### src/rtl/sb_pkg.sv
package sb_pkg;
    parameter int ADDR_W = 32;
    parameter int DATA_W = 32;
    parameter int SEL_W  = DATA_W / 8;

    typedef struct packed {
        logic [ADDR_W-1:0] adr;
        logic [DATA_W-1:0] dat;
        logic [SEL_W-1:0]  sel;
    } sb_entry_t;
endpackage

### src/rtl/sb_fifo.sv
module sb_fifo
    import sb_pkg::*;
#(
    parameter int DEPTH = 4
) (
    input  logic      clk_i,
    input  logic      rst_i,
    input  logic      push_i,
    input  logic      pop_i,
    input  sb_entry_t entry_i,
    output sb_entry_t head_o,
    output logic      empty_o,
    output logic      full_o
);
    localparam int IDX_W = (DEPTH > 1) ? $clog2(DEPTH) : 1;
    localparam int CNT_W = $clog2(DEPTH + 1);
    localparam logic [IDX_W-1:0] LAST_IDX = IDX_W'(DEPTH - 1);
    localparam logic [CNT_W-1:0] FULL_CNT = CNT_W'(DEPTH);

    typedef struct packed {
        sb_entry_t [DEPTH-1:0] slot;
        logic [IDX_W-1:0]      wr;
        logic [IDX_W-1:0]      rd;
        logic [CNT_W-1:0]      cnt;
    } fifo_state_t;

    fifo_state_t s_d, s_q;
    logic do_push, do_pop;

    function automatic logic [IDX_W-1:0] wrap_inc(input logic [IDX_W-1:0] p);
        return (p == LAST_IDX) ? '0 : p + 1'b1;
    endfunction

    assign empty_o = (s_q.cnt == '0);
    assign full_o  = (s_q.cnt == FULL_CNT);
    assign head_o  = s_q.slot[s_q.rd];
    assign do_push = push_i && !full_o;
    assign do_pop  = pop_i && !empty_o;

    always_comb begin
        s_d = s_q;
        if (do_push) begin
            s_d.slot[s_q.wr] = entry_i;
            s_d.wr           = wrap_inc(s_q.wr);
        end
        if (do_pop) begin
            s_d.rd = wrap_inc(s_q.rd);
        end
        case ({do_push, do_pop})
            2'b10:   s_d.cnt = s_q.cnt + 1'b1;
            2'b01:   s_d.cnt = s_q.cnt - 1'b1;
            default: s_d.cnt = s_q.cnt;
        endcase
    end

    always_ff @(posedge clk_i) begin
        if (rst_i) begin
            s_q <= '0;
        end else begin
            s_q <= s_d;
        end
    end
endmodule

### src/rtl/sb_route.sv
module sb_route
    import sb_pkg::*;
(
    input  logic              buf_en_i,
    input  logic              q_empty_i,
    input  logic              q_full_i,
    input  sb_entry_t         q_head_i,
    input  logic              up_cyc_i,
    input  logic              up_stb_i,
    input  logic              up_we_i,
    input  logic [ADDR_W-1:0] up_adr_i,
    input  logic [DATA_W-1:0] up_dat_i,
    input  logic [SEL_W-1:0]  up_sel_i,
    output logic [DATA_W-1:0] up_dat_o,
    output logic              up_ack_o,
    output logic              up_err_o,
    output logic              dn_cyc_o,
    output logic              dn_stb_o,
    output logic              dn_we_o,
    output logic [ADDR_W-1:0] dn_adr_o,
    output logic [DATA_W-1:0] dn_dat_o,
    output logic [SEL_W-1:0]  dn_sel_o,
    input  logic [DATA_W-1:0] dn_dat_i,
    input  logic              dn_ack_i,
    input  logic              dn_err_i,
    output logic              push_o,
    output logic              pop_o
);
    logic is_store, is_load;

    assign is_store = up_cyc_i && up_stb_i && up_we_i;
    assign is_load  = up_cyc_i && up_stb_i && !up_we_i;
    assign up_dat_o = dn_dat_i;

    always_comb begin
        dn_cyc_o = 1'b0;
        dn_stb_o = 1'b0;
        dn_we_o  = 1'b0;
        dn_adr_o = up_adr_i;
        dn_dat_o = up_dat_i;
        dn_sel_o = up_sel_i;
        up_ack_o = 1'b0;
        up_err_o = 1'b0;
        push_o   = 1'b0;
        pop_o    = 1'b0;
        if (!buf_en_i) begin
            dn_cyc_o = up_cyc_i;
            dn_stb_o = up_stb_i;
            dn_we_o  = up_we_i;
            up_ack_o = dn_ack_i;
            up_err_o = dn_err_i;
        end else begin
            push_o = is_store && !q_full_i;
            if (is_store) begin
                up_ack_o = !q_full_i;
            end
            if (!q_empty_i) begin
                dn_cyc_o = 1'b1;
                dn_stb_o = 1'b1;
                dn_we_o  = 1'b1;
                dn_adr_o = q_head_i.adr;
                dn_dat_o = q_head_i.dat;
                dn_sel_o = q_head_i.sel;
                pop_o    = dn_ack_i || dn_err_i;
            end else if (is_load) begin
                dn_cyc_o = 1'b1;
                dn_stb_o = 1'b1;
                up_ack_o = dn_ack_i;
                up_err_o = dn_err_i;
            end
        end
    end
endmodule

### src/rtl/wb_store_buffer.sv
module wb_store_buffer
    import sb_pkg::*;
#(
    parameter int DEPTH = 4
) (
    input  logic              clk_i,
    input  logic              rst_i,
    input  logic              buf_en_i,
    input  logic              up_cyc_i,
    input  logic              up_stb_i,
    input  logic              up_we_i,
    input  logic [ADDR_W-1:0] up_adr_i,
    input  logic [DATA_W-1:0] up_dat_i,
    input  logic [SEL_W-1:0]  up_sel_i,
    output logic [DATA_W-1:0] up_dat_o,
    output logic              up_ack_o,
    output logic              up_err_o,
    output logic              dn_cyc_o,
    output logic              dn_stb_o,
    output logic              dn_we_o,
    output logic [ADDR_W-1:0] dn_adr_o,
    output logic [DATA_W-1:0] dn_dat_o,
    output logic [SEL_W-1:0]  dn_sel_o,
    input  logic [DATA_W-1:0] dn_dat_i,
    input  logic              dn_ack_i,
    input  logic              dn_err_i
);
    sb_entry_t new_entry, head;
    logic      q_empty, q_full, q_push, q_pop;

    assign new_entry = '{adr: up_adr_i, dat: up_dat_i, sel: up_sel_i};

    sb_fifo #(.DEPTH(DEPTH)) u_fifo (
        .clk_i   (clk_i),
        .rst_i   (rst_i),
        .push_i  (q_push),
        .pop_i   (q_pop),
        .entry_i (new_entry),
        .head_o  (head),
        .empty_o (q_empty),
        .full_o  (q_full)
    );

    sb_route u_route (
        .buf_en_i  (buf_en_i),
        .q_empty_i (q_empty),
        .q_full_i  (q_full),
        .q_head_i  (head),
        .up_cyc_i  (up_cyc_i),
        .up_stb_i  (up_stb_i),
        .up_we_i   (up_we_i),
        .up_adr_i  (up_adr_i),
        .up_dat_i  (up_dat_i),
        .up_sel_i  (up_sel_i),
        .up_dat_o  (up_dat_o),
        .up_ack_o  (up_ack_o),
        .up_err_o  (up_err_o),
        .dn_cyc_o  (dn_cyc_o),
        .dn_stb_o  (dn_stb_o),
        .dn_we_o   (dn_we_o),
        .dn_adr_o  (dn_adr_o),
        .dn_dat_o  (dn_dat_o),
        .dn_sel_o  (dn_sel_o),
        .dn_dat_i  (dn_dat_i),
        .dn_ack_i  (dn_ack_i),
        .dn_err_i  (dn_err_i),
        .push_o    (q_push),
        .pop_o     (q_pop)
    );
endmodule

### config.mk
export PLATFORM = sky130hd
export DESIGN_NAME = wb_store_buffer
export DESIGN_NICKNAME = d
export VERILOG_FILES = /design/src/rtl/sb_pkg.sv /design/src/rtl/sb_fifo.sv /design/src/rtl/sb_route.sv /design/src/rtl/wb_store_buffer.sv
export SDC_FILE = /design/constraint.sdc
export NUM_CORES = 1
export LEC_CHECK = 0
export BUFFER_PORTS_ARGS = -buffer_cell sky130_fd_sc_hd__buf_2
export CAP_MARGIN = 10
export CORE_MARGIN = 5
export CORE_UTILIZATION = 38
export DETAILED_ROUTE_END_ITERATION = 10
export PLACE_DENSITY = 0.65
export SYNTH_ARGS = -nofsm -noshare
export SYNTH_HDL_FRONTEND = slang
export SYNTH_SLANG_ARGS = --single-unit
export TNS_END_PERCENT = 100
### constraint.sdc
create_clock -name clk_i -period 2.35 [get_ports clk_i]
set_input_delay 0.47 -clock clk_i [delete_from_list [all_inputs] [get_ports clk_i]]
set_output_delay 0.47 -clock clk_i [all_outputs]
set_load 0.005 [all_outputs]
; ---- Word level (Yosys, flattened, before mapping)
; Index checks and enable logic that the tools add are counted.
; Widths: inputs -> output; s select.
[totals]
output_inout_bits = 105
ff_bits = 279
in_bits = 108
wordCells = 70
[op_classes]
mux = 30
n_addsub = 4
n_eq_ne = 5
n_reduce_logical = 13
n_lt_le_gt_ge = 3
[op_table]
columns = operator, count
row1 = $bwmux 272, 1
row2 = $bmux 68 s2, 1
row3 = $demux 68 s2, 1
row4 = $mux 68, 2
row5 = $mux 32, 4
row6 = $mux 1, 16
row7 = $mux 4, 2
row8 = $logic_and 1x1->1, 7
row9 = $eq 2x2->1 const B, 3
row10 = $lt 2x3->1 const B, 2
row11 = $pmux 3 s2, 1
row12 = $add 2x1->2 const B, 2
row13 = $mux 2, 2
row14 = $add 3x1->3 const B, 1
row15 = $eq 3x3->1 const B, 1
row16 = $logic_not 1->1, 3
row17 = $logic_not 3->1, 1
row18 = $sub 3x1->3 const B, 1
row19 = $eq 2x1->1 const B, 1
row20 = $ge 2x1->1 const B, 1
row21 = $reduce_bool 2->1, 1
row22 = $logic_or 1x1->1, 1

; ---- Depth between registers and ports, before layout
; Gate-level depths: netlist (run 1).
[depth]
depth_word = 7
mapped_depth = 10
ltp_nobuf = 8

; ---- Modules after synthesis
; Synthesis (run 1) repeated with hierarchy kept, for this count alone.
[hier_totals]
hier_cells = 1358
hier_area_um2 = 13203.9
[by_module_without_submodules]
columns = module, cells_each, area_per_inst_um2, seq_area_each_um2, instances
row1 = sb_fifo, 1088, 11972.7, 5585.4, 1
row2 = sb_route, 270, 1231.2, 0.0, 1

; ---- Worst setup path after synthesis (run 1)
; Ideal clock, no wire load.
[synth_path]
path_type = in2reg
start = in buf_en_i
end = reg u_fifo.s_q[2] (netlist name)
setup_ns = 0.070
arrival_time_ns = 2.174
n_path_buf = 2
path_stages = 10
required_time_ns = 2.280
slack_ns = 0.106
cell_sequence = o31ai_1 -> clkbuf_1 -> clkbuf_1 -> nor2_1 -> ha_1 -> inv_1 -> fa_1 -> xor2_1 -> or3_1 -> a21oi_1
[synth_between]
elab_chain_len = 4
elab_cells_between_ends = 8
cone_classes = 2 x eq/ne / 3 x mux / 3 x reduce/logical
[synth_lines]
columns = item, line_no
row1 = "start, declared", wb_store_buffer.sv:8  ; input logic buf_en_i,
row2 = $mux 1 *, sb_route.sv:46  ; if (!buf_en_i) begin
row3 = $logic_and 1x1->1 *, sb_fifo.sv:38  ; assign do_pop = pop_i && !empty_o;
row4 = named net u_fifo.do_pop, sb_fifo.sv:28  ; logic do_push, do_pop;
row5 = $eq 2x1->1 / $eq 2x2->1 (equally long branches), sb_fifo.sv:49  ; case ({do_push, do_pop})
row6 = $pmux 3 s2 / $reduce_bool 2->1 (equally long branches), -
row7 = "end signal, assigned", sb_fifo.sv:58  ; s_q <= '0;
row8 = "end signal, assigned", sb_fifo.sv:60  ; s_q <= s_d;
row9 = "end, declared", sb_fifo.sv:27  ; fifo_state_t s_d, s_q;
; Mark *: on every way through the listed nets, which the timed path passes. The rest lies on a longest branch.
; A chain may end at the register's enable or synchronous reset.

; ---- Worst setup path in the final report (run 1)
[layout_path]
start = reg u_fifo.s_q[1] (netlist name)
end = out dn_adr_o[0]
[layout_between]
elab_chain_len = 3
[layout_lines]
columns = item, line_no
row1 = $logic_not 3->1, sb_fifo.sv:34  ; assign empty_o = (s_q.cnt == '0);
row2 = $mux 32, sb_route.sv:57  ; if (!q_empty_i) begin
row3 = $mux 32, sb_route.sv:46
row4 = "end, declared", wb_store_buffer.sv:21  ; output logic [ADDR_W-1:0] dn_adr_o,
; Every way passes these cells.

==> results of run 1 <==
[cell usage after synthesis]
library cell    n  area share [%]
a21boi_0        1           0.054
a21o_1          1           0.054
a21oi_1         7            0.25
a22o_1          1           0.063
and2_1          1           0.045
and3_1          2           0.089
and3_4          1           0.080
and4_1          1           0.063
buf_1           3           0.080
buf_12          6            0.86
buf_2          15            0.54
buf_4          35             1.9
buf_6          14             1.1
buf_8           1            0.11
clkbuf_1       61             1.6
dfxtp_1       279              40
fa_1            1            0.14
ha_1            6            0.54
inv_1           7            0.19
mux2i_1       272              19
mux4_2         68              11
nand2_1       205             5.5
nand2b_1      340              15
nand3_1         4            0.14
nand3_2         1           0.071
nand3b_1        2            0.11
nand4_1         1           0.045
nor2_1          5            0.13
nor3b_1         1           0.054
o21ai_0         8            0.29
o31a_1          1           0.063
o31ai_1         1           0.054
or3_1           1           0.045
or3b_1          1           0.063
or4_1           2            0.11
xor2_1          2            0.13
[final cells by class]
cell class / instances / share of cell area, %
clock inverter: 5 / 0.164
multi-input combinational: 937 / 45.9
tap: 468 / 3.49
clock buffer: 54 / 6.31
sequential: 279 / 33.3
inverter: 7 / 0.156
timing repair buffer: 207 / 10.7
[metal layers]
metal  vias to the layer above  global-route usage (%)  part of all wire, %
met5                         -                       0                0.048
li1                       4739                       -                    -
met2                       256                    27.2                   46
met1                      4870                    23.5                   46
met4                         4                    4.10                  2.5
met3                        57                    3.11                  5.9
[power breakdown]
part | switching [uW] | internal (uW) | total [uW]
sequential | 18.3 | 4760 | 4780
clock | 1980 | 3080 | 5060
combinational | 544 | 507 | 1050
total | 2540 | 8350 | 10900
[timing repair]
item / CTS / global route
pin swaps: 6 / 13
gates resized for setup: 34 / 47
hold buffers: 0 / 0
setup endpoints to repair: 73 / 73
buffers inserted: 8 / 3
gates cloned: 6 / 8
[cells by family (layout without fill, tap and decap cells)]
| kind of cell | Yosys count | after routing | synth area share [%] |
|---|---|---|---|
| xor+xnor | 2 | 2 | 0.125 |
| fa+ha+maj | 7 | 7 | 0.679 |
| flops | 279 | 279 | 39.9 |
| simple gates | 568 | 568 | 21.7 |
| buf+inv | 142 | 273 | 6.40 |
| compound gates | 20 | 20 | 0.822 |
| mux | 340 | 340 | 30.4 |
[through the flow]
stage	TNS (ps)	power [uW]
after floorplan	0	5430
after global placement	0	5740
after detailed placement	0	5750
after CTS	-6690	10900
after global routing	-11450	11300
final	-5460	10900
[how the worst max path moves through the flow]
stage               cells past startpoint             to  slack [ps]     startpoint
floorplan                              10  u_fifo.s_q[2]         110       buf_en_i
global placement                        9  u_fifo.s_q[2]         180       up_cyc_i
detailed placement                      9  u_fifo.s_q[2]         180       up_cyc_i
CTS                                     6   dn_adr_o[19]        -140  u_fifo.s_q[3]
global route                            7    dn_adr_o[3]        -200  u_fifo.s_q[1]
finish                                  7    dn_adr_o[0]        -110  u_fifo.s_q[1]
[critical path, stage by stage (launching register included)]
cell and delay [ps]:
dfxtp_2 320, buf_6 130, o31ai_4 380, buf_6 220, clkbuf_16 210, nand2_1 60
nand2_1 60, buf_2 100
==> impl_metrics.yaml, run 1 <==
place:
  io_buffers: 148
  placed_cell_area_mm2: 0.0150
  place_ws_ps: 183
  gp_congestion: 0.764
  hpwl_mm: 21.0
  dp_cells: 1873
floorplan:
  initial_core_util_pct: 38.4
  num_rows: 70
  core-area_mm2: 0.0365
  pin_count: 213
  dieArea_mm2: 0.0408
  die_h_um: 202
  die_w_um: 202
route:
  wl_mm: 37.5
  antenna_left: 0
  wl_per_cell_um: 19.2
  drt_pass1_iterations: 5
  vias: 9926
  vias_per_cell: 5.07
  dr.first_iter.drc_count: 558
  drc: 0
logic_synthesis:
  seq_area_frac_synth_pct: 39.9
  synth_seq_cells: 279
  ys_types: 36
  avgSynthCellArea_um2: 10.3
  synth_warnings: 0
  netlist_instances: 1358
  synth_area_mm2: 0.0140
  syn_nets: 1473
cells_and_area:
  multi_input_area_mm2: 0.00771
  fill_cells: 3403
  layout.nets: 1581
  reg.largest.list: "u_fifo.s_q: 279 flops"
  syn_to_final_growth_pct: 19.9
  stdcell_count: 1957
  stdcell_area_mm2: 0.0168
  largest_register_ffs: 279
  diodes: 0
  drive_gt1_share_pct: 25.2
  top_register: "u_fifo.s_q"
  seqCellArea_mm2: 0.00559
  layout_common_cells: "nand2b_1, dfxtp_1, mux2i_1"
  mostFrequentLayoutCell: "nand2b_1"
  fin_util_pct: 46.0
timing:
  finalSetupViolCount: 69
  fin_hold_ws_ps: 324
  timing_hold_violations_final: 0
  rsz0062_at_grt: "true"
  maxSlewHeadroom_pct: 55.5
  max_freq_mhz: 406
  period_share_pct: 105
  worst_pin_slew_ps: 666
  drv_slew: 0
  finClkSkew_ps: 15.9
  worst_slack_ps: -113
  min_period_ps: 2460
worst_setup_path:
  critical_path_required_ps: 1880
  worst-r2r-setup-slack_ps: 170
  path_class: "reg -> out"
  r2r-start: "u_fifo.s_q[0]"
  worstPathMaxFanout: 9
  start_kind: "flip-flop"
  endpoint_kind: "output pin"
  reg2reg_to: "u_fifo.s_q[2]"
  cp.arrival_ps: 1990
  reg2reg_depth: 10
min_path:
  min-delay-start: "up_adr_i[14]"
  hp-class: "in -> reg"
  hold_depth: 3
  whs_endpoint: "u_fifo.s_q[261]"
cts:
  clk-insertion-delay-late_ps: 500
  h-tree-depth: 2
  tritoncts: "built"
  cts_max_path_buffers: 3
  cts_buffers: 34
  clock_sinks: 279
  path_clk_slew_ps: 60
  root_buffer: "clkbuf_16"
pwr:
  powerDensity_mw_per_mm2: 648
  ir_drop_v: 0.000424
  p_leak_uw: 0.00765
grt:
  overflow: 0
  grt_pass1_wl_mm: 55.9
  antenna_found_initial: 2
  grt.total_usage_pct: 16.8
  grt_max_degree: 96
  grt_pass1_vias: 10069
job:
  maxCapViolCount: 0
run_status:
  violations: "setup timing"
  outcome: "finished with violations"
Note: power is estimated with default switching activity, not from simulation.
==> run 2, diff against run 1 <==
--- a/config.mk
+++ b/config.mk
@@ -7,10 +7,12 @@
 export LEC_CHECK = 0
 export BUFFER_PORTS_ARGS = -buffer_cell sky130_fd_sc_hd__buf_2
 export CAP_MARGIN = 10
-export CORE_MARGIN = 5
-export CORE_UTILIZATION = 38
+export CELL_PAD_IN_SITES_DETAIL_PLACEMENT = 2
+export CELL_PAD_IN_SITES_GLOBAL_PLACEMENT = 2
+export CORE_MARGIN = 1.5
+export CORE_UTILIZATION = 33
 export DETAILED_ROUTE_END_ITERATION = 10
-export PLACE_DENSITY = 0.65
+export PLACE_DENSITY = 0.82
 export SYNTH_ARGS = -nofsm -noshare
 export SYNTH_HDL_FRONTEND = slang
 export SYNTH_SLANG_ARGS = --single-unit
==> run 2 against run 1 <==
  * The flow still finishes with violations (setup timing)
  * First-iteration DRC count fell by 20%
  * Via count grew 5.5%
  * Combinational power increased by 26%
  * Clock skew decreased by 1.2 ps
  * Clock power grew 4.7%
  * Non-clock buffer count rose by 26
  * Hold slack lost 8.7 ps
  * Register-to-register slack lost 170 ps
  * Design area up 6.1%
==> impl_metrics.yaml, run 2 (same netlist as run 1, synthesis figures left out) <==
place:
  hpwl_mm: 25.3
  dp_cells: 1947
  io_buffers: 148
  place_ws_ps: 64.5
  gp_congestion: 0.724
floorplan:
  pin_count: 213
  initial_core_util_pct: 33.4
  die_w_um: 209
  num_rows: 75
  core-area_mm2: 0.0419
  die_h_um: 209
  dieArea_mm2: 0.0437
cts:
  cts_max_path_buffers: 3
  clock_sinks: 279
  cts_buffers: 34
  tritoncts: "built"
  clk-insertion-delay-late_ps: 530
  h-tree-depth: 2
  root_buffer: "clkbuf_16"
  path_clk_slew_ps: 60
cells_and_area:
  reg.largest.list: "u_fifo.s_q: 279 flops"
  top_register: "u_fifo.s_q"
  layout.nets: 1608
  largest_register_ffs: 279
  syn_to_final_growth_pct: 27.3
  fin_util_pct: 42.5
  drive_gt1_share_pct: 32.3
  stdcell_count: 2055
  fill_cells: 4283
  mostFrequentLayoutCell: "nand2b_1"
  layout_common_cells: "nand2b_1, dfxtp_1, mux2i_1"
  diodes: 0
pwr:
  ir_drop_v: 0.000358
  p_leak_uw: 0.00803
  powerDensity_mw_per_mm2: 639
route:
  dr.first_iter.drc_count: 448
  vias_per_cell: 5.09
  vias: 10467
  wl_per_cell_um: 23.4
  drt_pass1_iterations: 4
  wl_mm: 48.2
  antenna_left: 0
  drc: 0
timing:
  timing_hold_violations_final: 0
  finClkSkew_ps: 14.7
  maxSlewHeadroom_pct: 65.6
  finalSetupViolCount: 73
  fin_hold_ws_ps: 315
  max_freq_mhz: 389
  finalSetupTns_ps: -11300
  drv_slew: 0
  worst_pin_slew_ps: 515
  rsz0062_at_grt: "true"
  worst_slack_ps: -221
  min_period_ps: 2570
  period_share_pct: 109
worst_setup_path:
  endpoint_kind: "output pin"
  start_kind: "flip-flop"
  cp.arrival_ps: 2100
  critical_path_required_ps: 1880
  worstPathMaxFanout: 6
  path_class: "reg -> out"
grt:
  grt.total_usage_pct: 21.3
  grt_max_degree: 73
  antenna_found_initial: 2
  grt_pass1_wl_mm: 71.1
  overflow: 0
  grt_pass1_vias: 11876
run_status:
  outcome: "finished with violations"
  violations: "setup timing"
min_path:
  hp-class: "in -> reg"
job:
  maxCapViolCount: 0
==> run 2: changes by cell type in the layout (fill, tap and decap cells not counted), sizes merged <==
cell / delta
clkbuf: -3
inv: +1
bufbuf: -1
buf: +30
o31a: +1
clkinvlp: -1
==> run 2: per-stage QoR <==
step | total power (uW) | instance area (um2)
floorplan | 5430 | 14000
global placement | 5760 | 15200
detailed placement | 5790 | 15200
CTS | 11400 | 17300
global route | 11800 | 17800
finish | 11400 | 17800
==> run 2: final cells by class <==
class / instances / area [um2] / area share (%)
well taps: 539 / 674 / 3.78
flip-flops and latches: 279 / 5600 / 31.4
clock buffers: 54 / 1090 / 6.11
clock inverters: 5 / 28.8 / 0.161
inverters: 7 / 26.3 / 0.147
repair buffers: 233 / 2350 / 13.2
multi-input cells: 938 / 8060 / 45.2
==> run 2: report_power, final <==
part,switching (uW),internal (uW)
Clock,2130,3170
Sequential,20.7,4760
Combinational,673,644
Total,2820,8570
==> run 2: worst max-delay path: stages (launching register included) <==
cell and delay, ps:
dfxtp_1 320, buf_6 140, o31ai_4 360, buf_8 230, buf_12 140, buf_16 160, nand2_2 60, nand2_1 50
buf_2 100
==> run 2: timing repair <==
item	in CTS	in global routing
setup endpoints to repair	72	72
setup buffers	18	13
hold buffers	0	0
pin swaps	39	85
gates resized for setup	74	145
hold endpoints to repair	0	0
cloned	20	3
==> run 2: metal layers <==
| layer | GRT usage, % | up-vias | wire length [um] |
|---|---|---|---|
| li1 | - | 4818 | - |
| met1 | 26.4 | 5406 | 20500 |
| met2 | 38.4 | 175 | 24800 |
| met3 | 2.86 | 66 | 1620 |
| met4 | 6.30 | 2 | 1230 |
| met5 | 0 | - | 13 |
==> run 2: worst paths after layout <==
| path | startpoint | to | slack (ps) | cells past startpoint |
|---|---|---|---|---|
| worst max-delay path | u_fifo.s_q[0] | dn_dat_o[9] | -220 | 8 |
| worst min-delay path | up_dat_i[11] | u_fifo.s_q[90] | 320 | 3 |
| worst max register to register | u_fifo.s_q[0] | u_fifo.s_q[2] | 0 | 11 |
| worst min register to register | u_fifo.s_q[212] | u_fifo.s_q[212] | 470 | 2 |
